--- config.mk ---
export PLATFORM = sky130hd
export DESIGN_NAME = link_deser
export DESIGN_NICKNAME = d
export VERILOG_FILES = /design/src/rtl/link_deser.sv
export SDC_FILE = /design/constraint.sdc
export NUM_CORES = 1
export LEC_CHECK = 0
export BUFFER_PORTS_ARGS = -buffer_cell sky130_fd_sc_hd__buf_4
export CAP_MARGIN = 20
export CORE_UTILIZATION = 40
export CTS_BUF_LIST = sky130_fd_sc_hd__clkbuf_8
export DETAILED_ROUTE_END_ITERATION = 6
export PLACE_DENSITY = 0.64
export SLEW_MARGIN = 30
export SYNTH_ARGS = -nofsm -noshare
export SYNTH_HDL_FRONTEND = slang
export SYNTH_SLANG_ARGS = --single-unit
--- constraint.sdc ---
create_clock -name clk -period 2.1 [get_ports clk]
set_clock_uncertainty 0.05 [all_clocks]
set_input_delay 0.42 -clock clk [delete_from_list [all_inputs] [get_ports clk]]
set_output_delay 0.42 -clock clk [all_outputs]
set_load 0.05 [all_outputs]
--- src/rtl/link_deser.sv ---
module link_deser #(
  parameter int LANES = 4,
  parameter int MISS_LIM = 14,
  parameter logic [6:0] FRAME_PAT = 7'b1100011
) (
  input  logic                 clk,
  input  logic                 rst_n,
  input  logic                 pwr_n,
  input  logic                 clk_lane,
  input  logic [LANES-1:0]     data_lanes,
  output logic [7*LANES-1:0]   word_out,
  output logic                 word_clk,
  output logic                 locked
);
  localparam int W  = 7 * LANES;
  localparam int MW = $clog2(MISS_LIM + 1);

  logic [5:0]    chist;
  logic [5:0]    dsh [LANES];
  logic [2:0]    ph;
  logic [1:0]    good;
  logic [MW-1:0] quiet;
  logic [W-1:0]  asm_w, cap, word_q;
  logic          det, fend, missing, rise;

  assign det     = ({chist, clk_lane} == FRAME_PAT);
  assign fend    = det && (ph == 3'd6);
  assign rise    = clk_lane & ~chist[0];
  assign missing = (quiet == MISS_LIM[MW-1:0]);

  genvar gl, gs;
  generate
    for (gl = 0; gl < LANES; gl++) begin : g_lane
      for (gs = 0; gs < 6; gs++) begin : g_slot
        assign asm_w[7*gl+gs] = dsh[gl][5-gs];
      end
      assign asm_w[7*gl+6] = data_lanes[gl];
      always_ff @(posedge clk or negedge rst_n)
        if (!rst_n) dsh[gl] <= '0;
        else        dsh[gl] <= {dsh[gl][4:0], data_lanes[gl]};
    end
  endgenerate

  always_ff @(posedge clk or negedge rst_n) begin
    if (!rst_n) begin
      chist  <= '0;
      ph     <= '0;
      good   <= '0;
      quiet  <= '0;
      cap    <= '0;
      word_q <= '0;
    end else begin
      chist <= {chist[4:0], clk_lane};
      if (det)             ph <= '0;
      else if (ph == 3'd6) ph <= '0;
      else                 ph <= ph + 3'd1;
      if (!pwr_n)          good <= '0;
      else if (det)        good <= fend ? ((good == 2'd3) ? 2'd3 : good + 2'd1) : 2'd1;
      else if (ph == 3'd6) good <= '0;
      if (rise)            quiet <= '0;
      else if (!missing)   quiet <= quiet + 1'b1;
      if (fend) cap <= asm_w;
      if (!pwr_n)                             word_q <= '0;
      else if (fend && good >= 2'd2 && !missing) word_q <= cap;
    end
  end

  assign locked   = (good == 2'd3);
  assign word_out = pwr_n ? word_q : '0;
  assign word_clk = pwr_n & (missing | (ph >= 3'd3));


  pwrdn_unlock_chk: assert property (@(posedge clk) disable iff (!rst_n)
    !pwr_n |=> !locked);

  word_hold_chk: assert property (@(posedge clk) disable iff (!rst_n)
    (pwr_n && !fend) |=> (!pwr_n || $stable(word_out)));

  miss_hold_chk: assert property (@(posedge clk) disable iff (!rst_n)
    (missing && pwr_n) |=> $stable(word_q));

  lock_phase_chk: assert property (@(posedge clk) disable iff (!rst_n)
    $rose(locked) |-> (ph == 3'd0));

  wclk_rise_chk: assert property (@(posedge clk) disable iff (!rst_n)
    ($rose(word_clk) && !missing && $past(pwr_n) && !$past(missing)) |-> (ph == 3'd3));
endmodule

==> results.py, run 1 <==
metrics = {
    "layout": {
        "finalNetCount": 347,
        "diodes": 0,
        "syn_to_final_growth_pct": 18.52,
        "drive_gt1_share_pct": 27.94,
        "fill_cells": 769,
    },
    "floorplanning": {
        "core_um2": 8806,
        "start_util_pct": 41.82,
        "die_h_um": 97.95,
        "rows": 34,
        "die_w_um": 97.95,
        "dieArea_um2": 9593,
        "ios": 38,
    },
    "worst_setup_path": {
        "cp-end-kind": "output port",
        "cp_data_arrival_time_ns": 1.54,
        "worstSetupPathType": "register to output port",
        "startpoint_type": "register",
        "critPathMaxFanout": 6,
        "required_ns": 1.63,
    },
    "sta": {
        "finalSetupViolCount": 0,
        "fin_crit_ns": 2.008,
        "max_freq_mhz": 498.1,
        "rsz0062_at_grt": "no",
        "hold_viol_final": 0,
        "min_period_over_period_pct": 95.60,
        "relSlewSlack_pct": 75.19,
        "slew_viol_final": 0,
        "setup_tns_ns": 0,
        "worstMarginPinSlew_ns": 0.3710,
        "hold_ws_ns": 0.1367,
    },
    "clocking": {
        "cts_buffer_depth": 2,
        "clock_latency_ns": 0.34,
        "root_buffer": "clkbuf_8",
        "cts_tree": "built",
        "h-tree-depth": 3,
        "cts_sinks": 95,
        "cts_made_buffers": 9,
        "cts.clk_slew.worst_paths_ns": 0.08,
    },
    "synthesis": {
        "ys_ff_latch": 95,
        "ys_seq_area_share_pct": 64.56,
        "synthArstFlopShare_pct": 100.0,
        "synth_edf_count": 0,
        "syn_inst": 289,
        "syn_nets": 300,
        "yosysWarnings": 0,
        "syn_avg_cell_area_um2": 12.74,
        "syn_area_um2": 3682,
        "synth-main-ff-cell": "dfrtp_1",
        "ys_types": 30,
    },
    "global_routing": {
        "grt_pass1_wl_mm": 10.50,
        "grt_usage_pct": 13.94,
        "antenna_found_initial": 0,
        "grt_pass1_vias": 2246,
        "grt_start_max_net_pins": 48,
        "overflow": 0,
    },
    "placement": {
        "dp_hpwl_mm": 3.818,
        "numPortBuffers": 37,
        "gp_congestion": 0.6796,
    },
    "job": {
        "cap_viol_max_count": 0,
    },
    "routing": {
        "drt_iter0_drc": 132,
        "vias": 2117,
        "drt-pass1-iter-count": 6,
        "wl_mm": 5.814,
        "ant_nets": 0,
        "drc": 3,
        "routedWlPerCell_um": 12.98,
        "via_per_inst": 4.725,
    },
    "outcome": {
        "outcome": "finished with violations",
        "violations": "DRC",
    },
    "worst_hold_path": {
        "hold_path.class": "input port to register",
    },
    "power_and_ir_drop": {
        "max-vdd-ir-drop_mv": 0.3710,
        "p_leak_uw": 0.002254,
        "power_density_nw_per_um2": 823.4,
    },
}
==> worst paths after layout <==
kind | slack (ns) | cells past startpoint | end | startpoint
hold / removal | 0.14 | 1 | asm_w[26] | data_lanes[3]
max in group asynchronous | 0.91 | 3 | cap[24] | rst_n
setup / recovery | 0.09 | 5 | word_clk | quiet[0]
hold reg to reg | 0.32 | 0 | asm_w[14] | asm_w[15]
min in group asynchronous | 0.46 | 2 | word_q[7] | rst_n
setup reg to reg | 0.27 | 4 | word_q[20] | chist[2]
==> worst max-delay path, cell delays in order (launching register included) <==
cell and delay (ns):
dfrtp_2 0.45, inv_1 0.07, ha_1 0.18, nand3_2 0.16, a21boi_2 0.17, buf_6 0.17
==> metal layers <==
metal  vias to the layer above  routed length (um)  global-route usage [%]  share of wire [%]
li1                       1027                   -                       -                  -
met1                      1051                2750                   17.42                 47
met2                        33                2793                   22.59                 48
met3                         6                 194                   2.792                3.3
met4                         0                  76                   8.042                1.3
met5                         -                   0                       0                  0
==> power breakdown <==
part	leakage [uW]	total [uW]	internal, uW	switching (uW)
clock network	0.000103	1180	603	572
logic	0.000907	381	187	194
registers	0.00124	2040	1940	94.0
==> synthesized netlist by cell type, types with 3 or more instances <==
cell type,instances,area share [%]
nor3b_1,4,0.82
ha_1,3,1.0
dfrtp_1,95,65
buf_6,4,1.2
clkbuf_1,7,0.71
nor3_1,3,0.41
inv_1,31,3.2
mux2i_1,28,7.6
and2_1,3,0.51
mux2_2,27,8.3
nand2_1,56,5.7
nor2_1,5,0.51
==> layout make-up <==
class / count / area [um2] / share of cell area [%]
clock buffer: 11 / 151.4 / 3.469
clock inverter: 4 / 46.29 / 1.061
inverter: 31 / 116.4 / 2.666
multi-input combinational: 151 / 1132 / 25.95
sequential: 95 / 2379 / 54.50
tap: 108 / 135.1 / 3.096
timing repair buffer: 48 / 404.1 / 9.260
==> repair_timing <==
| item | CTS | global route |
|---|---|---|
| hold endpoints to repair | 22 | 0 |
| resized for setup | 2 | 2 |
| pin swaps | 0 | 1 |
| setup buffers | 0 | 2 |
| setup endpoints to repair | 1 | 1 |
| hold buffers | 1 | 0 |
==> state kept, by name (all words and copies together) (netlist names) <==
name	flops
word_q	28
asm_w	24
ph	3
chist	6
good	2
cap	28
quiet	4
==> metrics by stage <==
step           setup slack [ns]  cells  total power (uW)  cell area [um2]  util [%]
5_1_grt                0.009103    448              3788             4364     49.56
3_3_place_gp             0.1757    430              2391             4126     46.86
4_1_cts                0.009458    446              3621             4344     49.33
2_1_floorplan            0.2543    289              2280             3686         -
6_report                0.09246    448              3593             4364     49.56
3_5_place_dp             0.1269    430              2411             4126     46.86
==> cell usage in the layout (no fill, tap or decap), types with 2 or more instances in the layout <==
master / synthesis / routed
nor2b_1: 2 / 2
buf_4: 1 / 43
ha_1: 3 / 3
nor3b_1: 4 / 4
dfrtp_1: 95 / 94
clkbuf_8: 0 / 11
a21oi_1: 2 / 2
xnor2_1: 2 / 2
nor3_1: 3 / 2
mux2_2: 27 / 27
nand2_1: 56 / 56
nand3b_1: 2 / 2
buf_12: 0 / 3
mux2i_1: 28 / 28
nor2_1: 5 / 5
inv_1: 31 / 32
and2_1: 3 / 3
==> cells by family (layout without fill, tap and decap cells) <==
group | Yosys count | count (layout) | share of synthesized area [%]
xor+xnor | 2 | 2 | 0.4758
compound gates | 8 | 8 | 1.462
mux | 56 | 56 | 16.17
simple gates | 82 | 82 | 11.01
buf+inv | 43 | 94 | 5.301
fa+ha+maj | 3 | 3 | 1.019
flops | 95 | 95 | 64.56
Note: power is estimated with default switching activity, not from simulation.
==> run 2, diff against run 1 <==
==> constraint.sdc (replaced) <==
create_clock -name clk -period 2.1 [get_ports clk]
set_clock_uncertainty 0.05 [all_clocks]
set_input_delay 0.315 -clock clk [delete_from_list [all_inputs] [get_ports clk]]
set_output_delay 0.315 -clock clk [all_outputs]
set_load 0.05 [all_outputs]
==> results.py, run 2 (synthesis results as in run 1) <==
metrics = {
    "outcome": {
        "outcome": "finished with violations",
        "violations": "DRC",
    },
    "worst_setup_path": {
        "cp_data_arrival_time_ns": 1.61,
        "crit_chain": "and2_1 > ha_1 > nor3_1 > a21boi_2 > buf_4",
        "worstSetupPathType": "register to output port",
        "startpoint_type": "register",
        "required_ns": 1.74,
        "crit_slowest_cell": "dfrtp_1",
        "max_stage_delay_ns": 0.43,
        "critPathMaxFanout": 6,
        "cp-end-kind": "output port",
    },
    "placement": {
        "gp_congestion": 0.7060,
        "placed_cell_area_um2": 4120,
        "dp_cells": 428,
        "dp_hpwl_mm": 3.785,
        "numPortBuffers": 37,
    },
    "layout": {
        "layout_commonest_cell": "dfrtp_1",
        "diodes": 0,
        "multi_input_area_um2": 1127,
        "final_cell_mix": "95 x dfrtp_1, 56 x nand2_1, 39 x buf_4",
        "drive_gt1_share_pct": 27.00,
        "finalNetCount": 343,
        "fin_area_um2": 4355,
        "final_core_util_pct": 49.46,
        "seq_area_um2": 2377,
        "instances_no_fill": 445,
        "syn_to_final_growth_pct": 18.28,
        "fill_cells": 775,
    },
    "clocking": {
        "cts_tree": "built",
        "cts_buffer_depth": 2,
        "cts_made_buffers": 9,
        "cts.clk_slew.worst_paths_ns": 0.09,
        "post_cts_buffers": 0,
        "clock_latency_ns": 0.34,
        "h-tree-depth": 3,
        "cts_sinks": 95,
        "root_buffer": "clkbuf_8",
    },
    "sta": {
        "fin_crit_ns": 1.979,
        "finalSetupViolCount": 0,
        "slew_viol_final": 0,
        "relSlewSlack_pct": 70.69,
        "worstMarginPinSlew_ns": 0.4396,
        "rsz0062_at_grt": "no",
        "max_freq_mhz": 505.4,
        "setup_tns_ns": 0,
        "hold_viol_final": 0,
        "min_period_over_period_pct": 94.22,
    },
    "routing": {
        "drc": 2,
        "vias": 2102,
        "drt_iter0_drc": 56,
        "wl_mm": 5.914,
        "drt-pass1-iter-count": 6,
        "routedWlPerCell_um": 13.29,
        "ant_nets": 0,
        "via_per_inst": 4.724,
    },
    "power_and_ir_drop": {
        "seq_power_share_pct": 56.3,
        "swShare_pct": 24.27,
        "combPwrFrac_pct": 9.2,
        "p_int_uw": 2745,
        "switchingPower_uw": 879.7,
        "p_leak_uw": 0.002242,
        "power_density_nw_per_um2": 832.3,
        "max-vdd-ir-drop_mv": 0.3846,
        "p_clk_share_pct": 34.6,
    },
    "global_routing": {
        "antenna_found_initial": 0,
        "overflow": 0,
        "grt_start_max_net_pins": 42,
        "grt_pass1_wl_mm": 10.55,
        "grt_usage_pct": 14.08,
        "grt_pass1_vias": 2228,
    },
    "floorplanning": {
        "start_util_pct": 41.82,
        "rows": 34,
        "die_w_um": 97.95,
        "ios": 38,
        "core_um2": 8806,
        "die_h_um": 97.95,
        "dieArea_um2": 9593,
    },
    "worst_hold_path": {
        "hold_path.class": "input port to register",
    },
    "job": {
        "cap_viol_max_count": 0,
    },
}
==> run 2: routing by layer <==
| layer | vias up | global-route usage [%] | wire, um |
|---|---|---|---|
| li1 | 1013 | - | - |
| met1 | 1051 | 18.70 | 2742 |
| met2 | 31 | 21.94 | 2900 |
| met3 | 7 | 3.293 | 188 |
| met4 | 0 | 6.643 | 82 |
| met5 | - | 0 | 0 |
==> run 2: final cells by class <==
class | count | share of cell area (%)
inverters | 31 | 2.672
clock inverters | 4 | 1.178
flip-flops and latches | 95 | 54.58
well taps | 108 | 3.103
repair buffers | 44 | 8.791
clock buffers | 12 | 3.792
multi-input cells | 151 | 25.88
==> run 2: power by group through the flow <==
stage	combinational [uW]	sequential, uW	clock, uW
after global routing	372	2060	1370
after floorplan	226	2050	0
after global placement	316	2060	0
final	332	2040	1250
after detailed placement	331	2070	0
after CTS	337	2040	1300
==> run 2: critical path: cells and delay by family (launching register included) <==
kind | cells | cell delay (ns)
compound gates | 1 | 0.09
fa+ha+maj | 1 | 0.17
buf+inv | 1 | 0.19
flops | 1 | 0.43
simple gates | 2 | 0.40
==> run 2: per-stage QoR <==
stage | total power (uW) | hold WS [ns] | setup WS, ns
6_report | 3625 | 0.03288 | 0.1214
5_1_grt | 3796 | 0.004827 | 0.01261
4_1_cts | 3674 | 0.01341 | 0.07619
3_5_place_dp | 2406 | 0.2482 | 0.2185
3_3_place_gp | 2381 | 0.2447 | 0.3037
2_1_floorplan | 2274 | -0.03059 | 0.1730
==> run 2: final timing paths <==
kind	startpoint	endpoint	slack [ns]	cells past startpoint
max	ph[0]	word_clk	0.12	5
min reg2reg	asm_w[22]	asm_w[21]	0.33	0
min in group asynchronous	rst_n	asm_w[1]	0.40	2
max reg2reg	quiet[0]	word_q[22]	0.31	6
max in group asynchronous	rst_n	asm_w[9]	0.94	3
min	data_lanes[2]	asm_w[19]	0.03	1
==> run 2: what timing repair did <==
action,in CTS,in global routing
cloned,0,0
gates resized for setup,1,1
hold buffers,1,0
hold endpoints to repair,32,0
endpoints found under the setup margin,1,1
